==> config.mk <==
export PLATFORM = sky130hd
export DESIGN_NAME = serial_div3
export DESIGN_NICKNAME = d
export VERILOG_FILES = /design/src/rtl/div3_pkg.sv /design/src/rtl/div3_step.sv /design/src/rtl/div3_rem_reg.sv /design/src/rtl/div3_quot_sreg.sv /design/src/rtl/serial_div3.sv
export SDC_FILE = /design/constraint.sdc
export NUM_CORES = 1
export LEC_CHECK = 0
export ABC_AREA = 1
export BUFFER_PORTS_ARGS = -buffer_cell sky130_fd_sc_hd__buf_2
export CAP_MARGIN = 25
export CORE_AREA = 2 2 39 41
export CTS_CLUSTER_SIZE = 28
export DETAILED_ROUTE_END_ITERATION = 6
export DIE_AREA = 0 0 41 43
export SYNTH_ARGS = -nofsm -noshare
export SYNTH_HDL_FRONTEND = slang
export SYNTH_SLANG_ARGS = --single-unit
export TNS_END_PERCENT = 50
==> constraint.sdc <==
create_clock -name clk -period 1.19 [get_ports clk]
set_clock_uncertainty 0.05 [all_clocks]
set_input_delay 0.119 -clock clk [delete_from_list [all_inputs] [get_ports clk]]
set_output_delay 0.119 -clock clk [all_outputs]
set_load 0.02 [all_outputs]
==> src/rtl/div3_pkg.sv <==
package div3_pkg;
   typedef enum logic [1:0] {
      REM0 = 2'd0,
      REM1 = 2'd1,
      REM2 = 2'd2
   } rem_t;

   localparam int IMPL_TABLE = 0;
   localparam int IMPL_GATES = 1;
endpackage

==> src/rtl/div3_step.sv <==
module div3_step
   import div3_pkg::*;
#(
   parameter int IMPL = IMPL_TABLE
) (
   input  rem_t cur,
   input  logic din,
   output rem_t nxt,
   output logic qb
);
   generate
      if (IMPL == IMPL_TABLE) begin : g_table
         always_comb begin
            case (cur)
               REM0: begin nxt = din ? REM1 : REM0; qb = 1'b0; end
               REM1: begin nxt = din ? REM0 : REM2; qb = din;  end
               REM2: begin nxt = din ? REM2 : REM1; qb = 1'b1; end
               default: begin nxt = REM0; qb = 1'b0; end
            endcase
         end
      end else begin : g_gates
         logic [1:0] c;
         logic [1:0] n;
         assign c    = cur;
         assign qb   = c[1] | (c[0] & din);
         assign n[1] = (c[0] & ~din) | (c[1] & din);
         assign n[0] = (~c[1] & ~c[0] & din) | (c[1] & ~din);
         assign nxt  = rem_t'(n);
      end
   endgenerate
endmodule

==> src/rtl/div3_rem_reg.sv <==
module div3_rem_reg
   import div3_pkg::*;
(
   input  logic clk,
   input  logic rst,
   input  logic start,
   input  logic adv,
   input  rem_t nxt,
   output rem_t cur
);
   always_ff @(posedge clk) begin
      if (rst)        cur <= REM0;
      else if (adv)   cur <= nxt;
      else if (start) cur <= REM0;
   end
endmodule

==> src/rtl/div3_quot_sreg.sv <==
module div3_quot_sreg #(
   parameter int QW = 8
) (
   input  logic          clk,
   input  logic          rst,
   input  logic          start,
   input  logic          adv,
   input  logic          qb,
   output logic [QW-1:0] q
);
   localparam logic [QW-1:0] ZERO = '0;

   logic [QW-1:0] base;
   assign base = start ? ZERO : q;

   always_ff @(posedge clk) begin
      if (rst)        q <= ZERO;
      else if (adv)   q <= {base[QW-2:0], qb};
      else if (start) q <= ZERO;
   end
endmodule

==> src/rtl/serial_div3.sv <==
module serial_div3
   import div3_pkg::*;
#(
   parameter int QW   = 8,
   parameter int IMPL = IMPL_TABLE
) (
   input  logic          clk,
   input  logic          rst,
   input  logic          start,
   input  logic          bit_vld,
   input  logic          bit_in,
   output logic          q_bit,
   output logic [QW-1:0] quotient,
   output logic [1:0]    remainder
);
   generate
      if (QW < 2) begin : g_bad_qw
         $error("serial_div3: QW must be at least 2");
      end
      if (IMPL != IMPL_TABLE && IMPL != IMPL_GATES) begin : g_bad_impl
         $error("serial_div3: IMPL selects an unknown variant");
      end
   endgenerate

   rem_t cur, eff, nxt;
   logic qb;

   // A start strobe makes the incoming bit the first of a fresh number
   assign eff = start ? REM0 : cur;

   div3_step #(.IMPL(IMPL)) u_step (
      .cur (eff),
      .din (bit_in),
      .nxt (nxt),
      .qb  (qb)
   );

   div3_rem_reg u_rem (
      .clk   (clk),
      .rst   (rst),
      .start (start),
      .adv   (bit_vld),
      .nxt   (nxt),
      .cur   (cur)
   );

   div3_quot_sreg #(.QW(QW)) u_quot (
      .clk   (clk),
      .rst   (rst),
      .start (start),
      .adv   (bit_vld),
      .qb    (qb),
      .q     (quotient)
   );

   assign q_bit     = bit_vld & qb;
   assign remainder = cur;
endmodule

==> results.toml <==
[routing]
drt-initial-drc-count = 5
drc = 0
avgRoutedWirePerCell_um = 9.10
total_length_of_routed_wires_um = 983
dr_total_vias = 484
vias_per_cell = 4.48
drt.antenna.violating_nets = 0
drt_pre_antenna_iters = 4

[synthesis]
synth_most_common_cell = "sky130_fd_sc_hd__nor2_1"
post_synth_main_area_contributors = "sky130_fd_sc_hd__dfxtp_1 (41%), sky130_fd_sc_hd__nor2_1 (11%), sky130_fd_sc_hd__nand2_1 (10%)"
synthDistinctLibCells = 16
ys_top_cells_by_count = "sky130_fd_sc_hd__nor2_1 (14), sky130_fd_sc_hd__nand2_1 (13), sky130_fd_sc_hd__inv_1 (11)"
synth-edff-count = 0
synth-seq-cells = 10
synth.largest_area_cell = "sky130_fd_sc_hd__dfxtp_1"
avgSynthCellArea_um2 = 7.23
ys_dominant_reg_cell = "sky130_fd_sc_hd__dfxtp_1"
synth_cells = 67
postSynth.asyncResetShare_pct = 0
synth_top_area_share_pct = 41.3
netlist_area_um2 = 484
seq_area_frac_synth_pct = 41.3
yosysWarnings = 0
syn_nets = 74

[power_and_ir_drop]
worst_case_vdd_ir_drop_v = 0.000735
power.leakage_nw = 0.332
power-per-cell-area_nw_per_um2 = 976
finalPower_mw = 0.680

[die]
ios = 16
design.die.area_um2 = 1760
die_y_um = 43
placeableCoreArea_um2 = 1380
floorplan.initialDensity_pct = 35.0
floorplan.rows = 14
die_w_um = 41

[finish]
final_layout_size_suffix_gt1_share_pct = 46.7
final_cell_count_no_fill = 108
nets = 100
final-seq-area_um2 = 208
area_overhead_of_the_layout_relative_to_synthesis_pct = 43.9
multiInputGateArea_um2 = 269
n_antenna_cell = 0
fillerInstances = 143

[worst_hold_path]
min-delay-start = "rst"
hold_path_depth = 2
class_of_the_worst_hold_path = "primary input to flip-flop"

[setup_path]
crit_required_ps = 1020
setup.worst_path.start_class = "flip-flop"
cp-endpoint = "q_bit"
regToRegSetupSlack_ps = -200
critical_path.reg2reg.endpoint = "u_quot.q[0]"
r2r.worst_path.cells = 9
critical_path.max_fanout = 3
timing.critical_path.arrival_ps = 1360
critical_path.endpoint_type = "output port"
worst-setup-path-type = "flip-flop to output port"
worstReg2RegStart = "u_rem.cur[0]"
worstSetupStartpoint = "u_rem.cur[0]"

[timing]
final.hold.worst_slack_ps = 40.4
max_freq_mhz = 655
hold_viol_final = 0
finalCriticalPeriod_ps = 1530
setup_tns_ps = -557
finalWorstSetupSlack_ps = -338
slew-limit-headroom_pct = 81.0
final-setup-viol-count = 3
grt_setup_unrepaired = "true"
layout_worst_path_cycle_share_pct = 128
worst_slew_pin_slew_ps = 284
max_slew_violation_total_from_the_final_report = 0

[clock_tree]
cts_num_sinks = 10
cts_buffers = 3
clockBufferDepth = 2
cts.hold.buffers_added = 0
clk_latency_ps = 260
ctsHtreeMaxLevel = 1
cts.clk_slew.worst_paths_ps = 60
cts-root-buf = "sky130_fd_sc_hd__clkbuf_4"
cts_tree = "done"

[placed_design]
dpl.hpwl_um = 731
gp_congestion = 0.684
port-buffer-count = 15
dpl.cell_count = 102

[global_routing]
grt.overflow.total = 0
groute.usage.overall_pct = 14.8
grt_max_degree = 10
grt_first_pass_wirelength_mm = 1.73
first_global_vias = 444
grt_antenna_before_repair = 0

[job]
drv_cap = 0

[status]
run_status = "complete, but fails checks"
failed_checks = "negative setup slack"
-- layout by cell type (no fill, tap or decap) --
| cell | count |
|---|---|
| sky130_fd_sc_hd__a21oi_1 | 1 |
| sky130_fd_sc_hd__a21oi_2 | 2 |
| sky130_fd_sc_hd__buf_2 | 14 |
| sky130_fd_sc_hd__buf_4 | 6 |
| sky130_fd_sc_hd__buf_6 | 1 |
| sky130_fd_sc_hd__clkbuf_4 | 3 |
| sky130_fd_sc_hd__clkinv_1 | 1 |
| sky130_fd_sc_hd__dfxtp_1 | 8 |
| sky130_fd_sc_hd__dfxtp_4 | 2 |
| sky130_fd_sc_hd__ha_2 | 1 |
| sky130_fd_sc_hd__ha_4 | 1 |
| sky130_fd_sc_hd__inv_1 | 5 |
| sky130_fd_sc_hd__inv_2 | 6 |
| sky130_fd_sc_hd__inv_4 | 1 |
| sky130_fd_sc_hd__nand2_1 | 13 |
| sky130_fd_sc_hd__nand3_1 | 2 |
| sky130_fd_sc_hd__nand3_2 | 1 |
| sky130_fd_sc_hd__nor2_1 | 12 |
| sky130_fd_sc_hd__nor2_4 | 4 |
| sky130_fd_sc_hd__o211ai_1 | 1 |
| sky130_fd_sc_hd__o21ai_0 | 4 |
| sky130_fd_sc_hd__o21ai_1 | 1 |
| sky130_fd_sc_hd__o21ai_2 | 1 |
| sky130_fd_sc_hd__o22ai_1 | 1 |
-- area by class of cell --
type	count	area share, %
Timing Repair Buffer	21	18.1
Multi-Input combinational cell	45	38.6
Sequential cell	10	29.8
Clock buffer	3	3.23
Inverter	12	6.82
Clock inverter	1	0.539
Tap cell	16	2.87
-- sequential cells by signal, summed over array words and instances, names as in the netlist --
name	flops
u_quot.q	8
u_rem.cur	2
-- worst max-delay path, cell delays in order, from the launching register on --
cell and delay (ps):
sky130_fd_sc_hd__dfxtp_4 350, sky130_fd_sc_hd__inv_4 40, sky130_fd_sc_hd__nor2_4 110, sky130_fd_sc_hd__inv_2 50, sky130_fd_sc_hd__ha_4 210, sky130_fd_sc_hd__nor2_4 70, sky130_fd_sc_hd__nand3_2 90, sky130_fd_sc_hd__inv_2 60
sky130_fd_sc_hd__buf_6 110
-- cells by family (layout without fill, tap and decap cells) --
logic type | Yosys count | count (layout) | synth area share (%)
buffers and inverters | 12 | 37 | 9.30
and+or+nand+nor | 32 | 32 | 29.7
DFF | 10 | 10 | 41.3
adders and majority gates | 2 | 2 | 5.17
AOI/OAI and AO/OA | 11 | 11 | 14.5
-- worst min path at each step --
stage / end / slack (ps)
floorplan: u_quot.q[0] / 130
global placement: u_quot.q[0] / 310
detailed placement: u_quot.q[0] / 310
CTS: u_quot.q[0] / 30
global route: u_quot.q[0] / 20
finish: u_quot.q[0] / 40
-- through the flow --
stage | util [%] | setup slack, ps | instance area [um^2]
global placement | 46.7 | -106 | 647
CTS | 50.4 | -347 | 697
detailed placement | 46.7 | -107 | 647
finish | 50.4 | -338 | 697
floorplan | - | -27.0 | 522
global route | 50.4 | -433 | 697
-- power by group --
group          total [mW]  switching (mW)  internal (mW)  leakage [nW]
combinational       0.104          0.0656         0.0386         0.234
clock               0.227           0.106          0.121        0.0154
sequential          0.349         0.00656          0.342        0.0828
-- per-layer routing --
layer,global-route usage [%],vias up,routed length [um]
li1,-,262,-
met1,18.6,208,443
met2,20.3,14,467
met3,9.95,0,71
met4,4.00,0,0
met5,0,-,0
-- timing repair --
item	4_1_cts	5_1_grt
pin swaps	3	0
gates resized for setup	6	0
setup buffers	2	0
endpoints found under the setup margin	3	3
(Power assumes the default switching activity.)
